File: src/rtl/rx_af_pkg.sv
package rx_af_pkg;

    localparam int unsigned ADDR_BYTES = 6;
    localparam int unsigned HASH_IDX_W = 6;
    localparam logic [31:0] CRC_POLY_REFL = 32'hEDB88320;
    localparam logic [31:0] CRC_SEED = 32'hFFFFFFFF;
    localparam logic [47:0] FLOWCTL_DA = 48'h0180C2000001;

    typedef struct packed {
        logic accept;
        logic bcast;
        logic mcast;
    } af_verdict_t;

    typedef struct packed {
        logic station_eq;
        logic all_ones;
        logic flowctl_eq;
        logic group_bit;
    } af_cmp_t;

    function automatic logic [31:0] crc32_step(input logic [31:0] crc_in,
                                               input logic [7:0] data);
        logic [31:0] c;
        c = crc_in;
        for (int b = 0; b < 8; b++) begin
            if (c[0] ^ data[b]) c = (c >> 1) ^ CRC_POLY_REFL;
            else                c = c >> 1;
        end
        return c;
    endfunction

endpackage

File: src/rtl/af_crc_hash.sv
module af_crc_hash
    import rx_af_pkg::*;
#(
    parameter int unsigned IDX_W = HASH_IDX_W
) (
    input  logic             clk,
    input  logic             rst,
    input  logic             clear,
    input  logic             take,
    input  logic [7:0]       data,
    output logic [IDX_W-1:0] hash_idx
);
    logic [31:0] crc_q;
    logic [31:0] crc_d;

    always_comb crc_d = crc32_step(crc_q, data);

    always_ff @(posedge clk) begin
        if (rst || clear)  crc_q <= CRC_SEED;
        else if (take)     crc_q <= crc_d;
    end

    // index comes from the value that includes the byte on the bus now
    assign hash_idx = crc_d[31 -: IDX_W];
endmodule

File: src/rtl/af_da_compare.sv
module af_da_compare
    import rx_af_pkg::*;
#(
    parameter int unsigned NBYTES = ADDR_BYTES,
    localparam int unsigned CNT_W = $clog2(NBYTES + 1)
) (
    input  logic               clk,
    input  logic               rst,
    input  logic               clear,
    input  logic               take,
    input  logic [CNT_W-1:0]   pos,
    input  logic [7:0]         data,
    input  logic [8*NBYTES-1:0] station,
    input  logic [8*NBYTES-1:0] ref_addr,
    output af_cmp_t            cmp_nxt
);
    af_cmp_t cmp_q;
    logic [7:0] st_byte;
    logic [7:0] rf_byte;
    logic [CNT_W-1:0] rev;

    always_comb begin
        rev     = CNT_W'(NBYTES - 1) - pos;
        st_byte = station[{rev, 3'b000} +: 8];
        rf_byte = ref_addr[{rev, 3'b000} +: 8];
        cmp_nxt.station_eq = cmp_q.station_eq && (data == st_byte);
        cmp_nxt.all_ones   = cmp_q.all_ones && (data == 8'hFF);
        cmp_nxt.flowctl_eq = cmp_q.flowctl_eq && (data == rf_byte);
        cmp_nxt.group_bit  = (pos == '0) ? data[0] : cmp_q.group_bit;
    end

    always_ff @(posedge clk) begin
        if (rst || clear)  cmp_q <= '{station_eq: 1'b1, all_ones: 1'b1,
                                      flowctl_eq: 1'b1, group_bit: 1'b0};
        else if (take)     cmp_q <= cmp_nxt;
    end
endmodule

File: src/rtl/rx_addr_filter.sv
module rx_addr_filter
    import rx_af_pkg::*;
#(
    parameter int unsigned NBYTES = ADDR_BYTES,
    parameter int unsigned IDX_W  = HASH_IDX_W,
    localparam int unsigned CNT_W = $clog2(NBYTES + 1),
    localparam int unsigned TBL_W = 1 << IDX_W
) (
    input  logic                clk,
    input  logic                rst,
    input  logic                frame_start,
    input  logic                byte_valid,
    input  logic [7:0]          rx_byte,
    input  logic [8*NBYTES-1:0] station_addr,
    input  logic [TBL_W-1:0]    hash_table,
    input  logic                cfg_promisc,
    input  logic                cfg_bcast_en,
    input  logic                cfg_mcast_en,
    output logic                verdict_valid,
    output logic                accept,
    output logic                is_broadcast,
    output logic                is_multicast
);
    logic [CNT_W-1:0] pos_q;
    logic             take;
    logic             last;
    logic [IDX_W-1:0] hidx;
    logic [7:0]       tbl_byte;
    logic             hash_hit;
    af_cmp_t          cmp;
    af_verdict_t      verdict_q;
    af_verdict_t      verdict_d;
    logic             valid_q;

    assign take = byte_valid && !frame_start && (pos_q < CNT_W'(NBYTES));
    assign last = take && (pos_q == CNT_W'(NBYTES - 1));

    af_crc_hash #(.IDX_W(IDX_W)) u_hash (
        .clk(clk), .rst(rst), .clear(frame_start), .take(take),
        .data(rx_byte), .hash_idx(hidx)
    );

    af_da_compare #(.NBYTES(NBYTES)) u_cmp (
        .clk(clk), .rst(rst), .clear(frame_start), .take(take),
        .pos(pos_q), .data(rx_byte), .station(station_addr),
        .ref_addr(FLOWCTL_DA[8*NBYTES-1:0]), .cmp_nxt(cmp)
    );

    always_comb begin
        tbl_byte = hash_table[{hidx[IDX_W-1:3], 3'b000} +: 8];
        hash_hit = tbl_byte[hidx[2:0]];
        verdict_d.bcast = cmp.all_ones;
        verdict_d.mcast = cmp.group_bit && !cmp.all_ones;
        if (cfg_promisc)          verdict_d.accept = 1'b1;
        else if (cmp.all_ones)    verdict_d.accept = cfg_bcast_en;
        else if (cmp.flowctl_eq)  verdict_d.accept = 1'b1;
        else if (cmp.group_bit)   verdict_d.accept = cfg_mcast_en && hash_hit;
        else                      verdict_d.accept = cmp.station_eq;
    end

    always_ff @(posedge clk) begin
        if (rst || frame_start) begin
            pos_q     <= '0;
            valid_q   <= 1'b0;
            verdict_q <= '0;
        end else begin
            if (take) pos_q <= pos_q + 1'b1;
            if (last) begin
                valid_q   <= 1'b1;
                verdict_q <= verdict_d;
            end
        end
    end

    assign verdict_valid = valid_q;
    assign accept        = verdict_q.accept;
    assign is_broadcast  = verdict_q.bcast;
    assign is_multicast  = verdict_q.mcast;
endmodule

File: config.mk
export PLATFORM = sky130hd
export DESIGN_NAME = rx_addr_filter
export DESIGN_NICKNAME = d
export VERILOG_FILES = /design/src/rtl/rx_af_pkg.sv /design/src/rtl/af_crc_hash.sv /design/src/rtl/af_da_compare.sv /design/src/rtl/rx_addr_filter.sv
export SDC_FILE = /design/constraint.sdc
export NUM_CORES = 1
export LEC_CHECK = 0
export ABC_AREA = 1
export BUFFER_PORTS_ARGS = -buffer_cell sky130_fd_sc_hd__buf_2
export CORE_AREA = 2 2 111 70
export CTS_BUF_LIST = sky130_fd_sc_hd__clkbuf_16
export DETAILED_ROUTE_END_ITERATION = 10
export DIE_AREA = 0 0 113 72
export GPL_TIMING_DRIVEN = 1
export PLACE_DENSITY = 0.83
export SLEW_MARGIN = 40
export SYNTH_ARGS = -nofsm -noshare
export SYNTH_HDL_FRONTEND = slang
export SYNTH_SLANG_ARGS = --single-unit
File: constraint.sdc
create_clock -name clk -period 4.1 [get_ports clk]
set_input_delay 0.41 -clock clk [delete_from_list [all_inputs] [get_ports clk]]
set_output_delay 0.41 -clock clk [all_outputs]
set_load 0.03 [all_outputs]
==> impl_summary.md <==
Global routing
In the global route stage, met2 resource usage came out at around 44%. The residual overflow from global routing is 0. The first global-routing pass estimated 19500 µm of wire. The largest net degree at the start of global routing is 34. The global routing usage on met3 is 5.26%.

The layer carrying the most global-route usage is met1. The number of global-route vias before repair is approximately 4000. Global routing used between 20% and 30% of the available tracks. The initial antenna violation count is 0.

The met1 usage is 44.7%.

Die
The full die area is a little over 8000 µm². The starting density of the core is 53.4%. The number of I/O pins is 131. The cell row count is 24. The die is 72 µm tall. The die is 113 µm wide.

The core region is 7090 µm².

Min path
The start point of the worst min-delay path is cfg_promisc. The path class of the tightest hold or removal check is in2reg.

Synthesis
The synthesized cell area is 3780 µm². The complex-gate fraction of the synthesized area is 17.6%. Ranked by total cell area, the synthesized netlist is headed by sky130_fd_sc_hd__dfxtp_1, sky130_fd_sc_hd__nand2_1, sky130_fd_sc_hd__xor2_1, sky130_fd_sc_hd__nand3_1, sky130_fd_sc_hd__o21ai_0. The top cell type by area accounts for 22.8% of the synthesized area.

Summing the areas of all xor and xnor instances in the mapped netlist gives 15.5% of the synthesized area. After Yosys synthesis, full adders, half adders and majority gates account for 1.99% of the synthesized area. Sequential elements use 22.8% of the synthesized area.

The multiplexer share of the synthesized area is 0%. Counting every net in the synthesized netlist gives roughly 740. For this run, the number of Yosys warnings is 0. In the synthesized netlist, the number of instances is 602. The largest total area in the synthesized netlist belongs to sky130_fd_sc_hd__dfxtp_1. The simple-gate share of the synthesized area is 33.9%. Dividing the synthesized area by the synthesized cell count gives 6.28 µm².

Synthesis inferred 43 register bits. By area, the combinational part of the netlist is dominated by simple AND/OR/NAND/NOR gates. The number of distinct library cells after synthesis is 32.

STA
The worst path setup slack after routing is 0.527 ns. For the final database, setup skew stands at 0.00251 ns. Derived from the worst setup path, the maximum achievable clock frequency is between 0.2 and 0.3 GHz. The clock period could shrink to ~3.6 ns. In the final timing run, aggregate negative setup slack is 0 ns. The number of max-slew violations in the final report is 0.

Setup repair after global routing left no endpoint under its margin. For the pin with the worst max-slew slack, the measured transition is 0.893 ns. The share of the cycle needed by the critical path after routing is 87.2%. The number of setup violations in the final report is 0. The final-report hold violation count is 0. Across all hold checks on the routed design, the worst slack comes to 0.420 ns. The worst slew slack as a fraction of its limit is 40.4%.

Critical path
The required time at the endpoint of the critical path is 4.32 ns. Among cell families on the critical path, the largest total delay comes from simple AND/OR/NAND/NOR gates. Together, buffers and inverters on the worst path number 4.

The launching instance or port of the critical path is pos_q[1]. The slowest cell on the critical path is sky130_fd_sc_hd__nor2_1. The data arrival time of the critical path is 3.79 ns.

In this design, the stage delay of the slowest critical-path cell is 0.50 ns. In this run the critical register-to-register path is launched from pos_q[1]. The critical path is of the reg2reg type.

Traced cell by cell, the critical path runs through buf_4, inv_1, ha_1, clkinv_1, nor2_1, o21ai_0, o21ai_0, xor2_1, nor3_1, nand2_1, o21ai_0, inv_1, nand2_1, nand2_1, a21oi_2. The endpoint type of the worst setup path is a flop. In this run the worst path has a maximum fanout of 15. The type of origin of the critical path is a flop.

Layout
The antenna diode instance count is 0. The net count of the finished layout is between 800 and 900. Compared with the post-synthesis result, the final layout area differs by 21.5%. The fill cell instance count of the final layout is ~620.

The final instance count without filler cells is 810. The fraction of final layout cells sized beyond drive strength 1 is a little under a quarter. The post-route cell area is 4590 µm².

Outcome
The flow ran to the end, but the final reports show violations. The checks that failed: DRC.

Clock network
Once the clock tree was built, the setup fixing pass inserted 0 buffers. Clock tree synthesis found a total of 43 sinks. The tree is rooted in a sky130_fd_sc_hd__clkbuf_16.

The number of buffers added by the clock tree synthesis step is 5. In this run, post-CTS hold repair placed 0 buffers. The clock passes through at most 2 buffers. The H-tree was split into 2 levels.

The number of gates resized after CTS is 0. The TritonCTS clock tree is done. After clock tree synthesis, the clock-pin slew on the worst setup and hold paths is 0.06 ns.

The source-to-sink clock delay at the later pin of the worst-skew pair is 0.28 ns.

Route
The via count is 4529. The DRC violation total after the first TritonRoute iteration is 510. The pre-antenna-repair detailed-routing pass consisted of 8 iterations. In the routed layout, each cell is associated on average with a via count of 5.59.

The wire length reported by the detailed router is 12100 µm. The remaining number of nets flagged by the antenna check after routing is 0. The average detailed-routed wire length per instance is about 15 µm.

After detailed routing, the number of remaining DRC violations is 1.

Pwr
In this run the static leakage power is 0.00231 µW. IR analysis of the VDD net gives a maximum drop of 0.186 mV. Dividing total power by cell area gives a power density of 314 nW/µm².

Placement
At the end of routability-driven placement, the weighted congestion stood at 0.868. Detailed placement ended at an HPWL of 9260 µm. Counting tap cells, the placed design contains a total of around 800 instances. Port buffering added 130 buffers. Summing all placed instances gives a cell area of ~4500 µm².

Prior to clock tree synthesis, the placed netlist has a worst setup slack of 0.753 ns.

Run
The reported max-cap violation count is 0.
-- synth_stat cells --
master,count
sky130_fd_sc_hd__o221ai_1,1
sky130_fd_sc_hd__nand3_1,78
sky130_fd_sc_hd__nand3_2,2
sky130_fd_sc_hd__a221oi_1,1
sky130_fd_sc_hd__clkinv_1,2
sky130_fd_sc_hd__xor2_2,3
sky130_fd_sc_hd__xor2_1,45
sky130_fd_sc_hd__buf_2,8
sky130_fd_sc_hd__xnor2_4,2
sky130_fd_sc_hd__nand2_4,1
sky130_fd_sc_hd__nor4_1,2
sky130_fd_sc_hd__nand2_1,163
sky130_fd_sc_hd__dfxtp_1,43
sky130_fd_sc_hd__buf_6,3
sky130_fd_sc_hd__inv_1,44
sky130_fd_sc_hd__o21ai_0,58
sky130_fd_sc_hd__nand4_1,2
sky130_fd_sc_hd__nor2_1,35
sky130_fd_sc_hd__clkbuf_1,15
sky130_fd_sc_hd__o21ai_1,1
sky130_fd_sc_hd__a211o_1,1
sky130_fd_sc_hd__a21oi_1,34
sky130_fd_sc_hd__o22ai_1,6
sky130_fd_sc_hd__inv_2,3
sky130_fd_sc_hd__a21oi_2,1
sky130_fd_sc_hd__or2_2,4
sky130_fd_sc_hd__o21a_1,3
sky130_fd_sc_hd__nand2_2,8
sky130_fd_sc_hd__xnor2_1,10
sky130_fd_sc_hd__nor3_1,3
sky130_fd_sc_hd__o211ai_1,14
sky130_fd_sc_hd__ha_1,6
-- registers in the layout, summed over array words and instances (netlist names) --
register and count:
u_hash.crc_q 32, u_cmp.cmp_q 4, pos_q 3, accept 1
is_broadcast 1, is_multicast 1, verdict_valid 1
-- routing by layer --
metal  vias up  share of wire [%]
li1       2214                  -
met1      2111                 47
met2       191                 44
met3        13                8.2
met4         0               0.70
met5         -                  0
-- cells by family (layout without fill, tap and decap cells) --
kind of cell | Yosys count | count (layout)
AND/OR/NAND/NOR | 298 | 298
AO/OA/AOI/OAI | 120 | 120
buffers and inverters | 75 | 192
XOR/XNOR | 60 | 60
flip-flops | 43 | 43
adder cells (fa/ha/maj) | 6 | 6
-- area by class of cell --
class                   instances  area [µm²]  share of cell area, %
flip-flops and latches         43         861                   18.7
inverters                      49         184                   4.00
multi-input cells             484        2610                   56.8
clock inverters                 3        11.3                  0.245
repair buffers                135         688                   15.0
well taps                      91         114                   2.48
clock buffers                   5         125                   2.72
-- path summary, 6_finish.rpt --
| kind | end | slack [ns] | cells after the start |
|---|---|---|---|
| worst max-delay path | accept | 0.53 | 15 |
| worst min-delay path | accept | 0.42 | 3 |
| worst max register to register | accept | 0.53 | 15 |
| worst min register to register | u_cmp.cmp_q[3] | 0.46 | 2 |
-- tightest hold or removal path, stage by stage --
cell,delay (ns)
sky130_fd_sc_hd__buf_2,0.08
sky130_fd_sc_hd__nor3_1,0.05
sky130_fd_sc_hd__a21oi_2,0.12
-- cells in the final DEF (no fill, tap or decap), types with 2 or more instances in the layout --
cell / synthesis / layout
sky130_fd_sc_hd__buf_2: 8 / 130
sky130_fd_sc_hd__dfxtp_1: 43 / 43
sky130_fd_sc_hd__nand2_1: 163 / 162
sky130_fd_sc_hd__inv_2: 3 / 3
sky130_fd_sc_hd__nand4_1: 2 / 2
sky130_fd_sc_hd__nor3_1: 3 / 3
sky130_fd_sc_hd__o21ai_0: 58 / 58
sky130_fd_sc_hd__nand3_2: 2 / 2
sky130_fd_sc_hd__xnor2_4: 2 / 2
sky130_fd_sc_hd__a21oi_1: 34 / 34
sky130_fd_sc_hd__nor2_1: 35 / 34
sky130_fd_sc_hd__buf_4: 0 / 5
sky130_fd_sc_hd__clkbuf_16: 0 / 5
sky130_fd_sc_hd__o211ai_1: 14 / 14
sky130_fd_sc_hd__o21a_1: 3 / 3
sky130_fd_sc_hd__nor4_1: 2 / 2
sky130_fd_sc_hd__ha_1: 6 / 6
sky130_fd_sc_hd__xor2_1: 45 / 45
sky130_fd_sc_hd__xor2_2: 3 / 3
sky130_fd_sc_hd__clkinv_1: 2 / 4
sky130_fd_sc_hd__xnor2_1: 10 / 10
sky130_fd_sc_hd__or2_2: 4 / 4
sky130_fd_sc_hd__nand3_1: 78 / 78
sky130_fd_sc_hd__o22ai_1: 6 / 6
sky130_fd_sc_hd__inv_1: 44 / 45
sky130_fd_sc_hd__nand2_2: 8 / 9
-- through the flow --
| stage | utilization [%] | power [µW] |
|---|---|---|
| 2_1_floorplan | - | 890 |
| 3_3_place_gp | 62.9 | 1030 |
| 3_5_place_dp | 62.9 | 1040 |
| 4_1_cts | 64.8 | 1420 |
| 5_1_grt | 64.8 | 1520 |
| 6_report | 64.8 | 1440 |
-- power breakdown --
group / internal (µW) / switching [µW] / total, µW
logic: 224 / 381 / 606
clock network: 220 / 168 / 388
registers: 436 / 12.8 / 449
total: 880 / 562 / 1440
No activity file was read; power rests on OpenSTA's default activity.
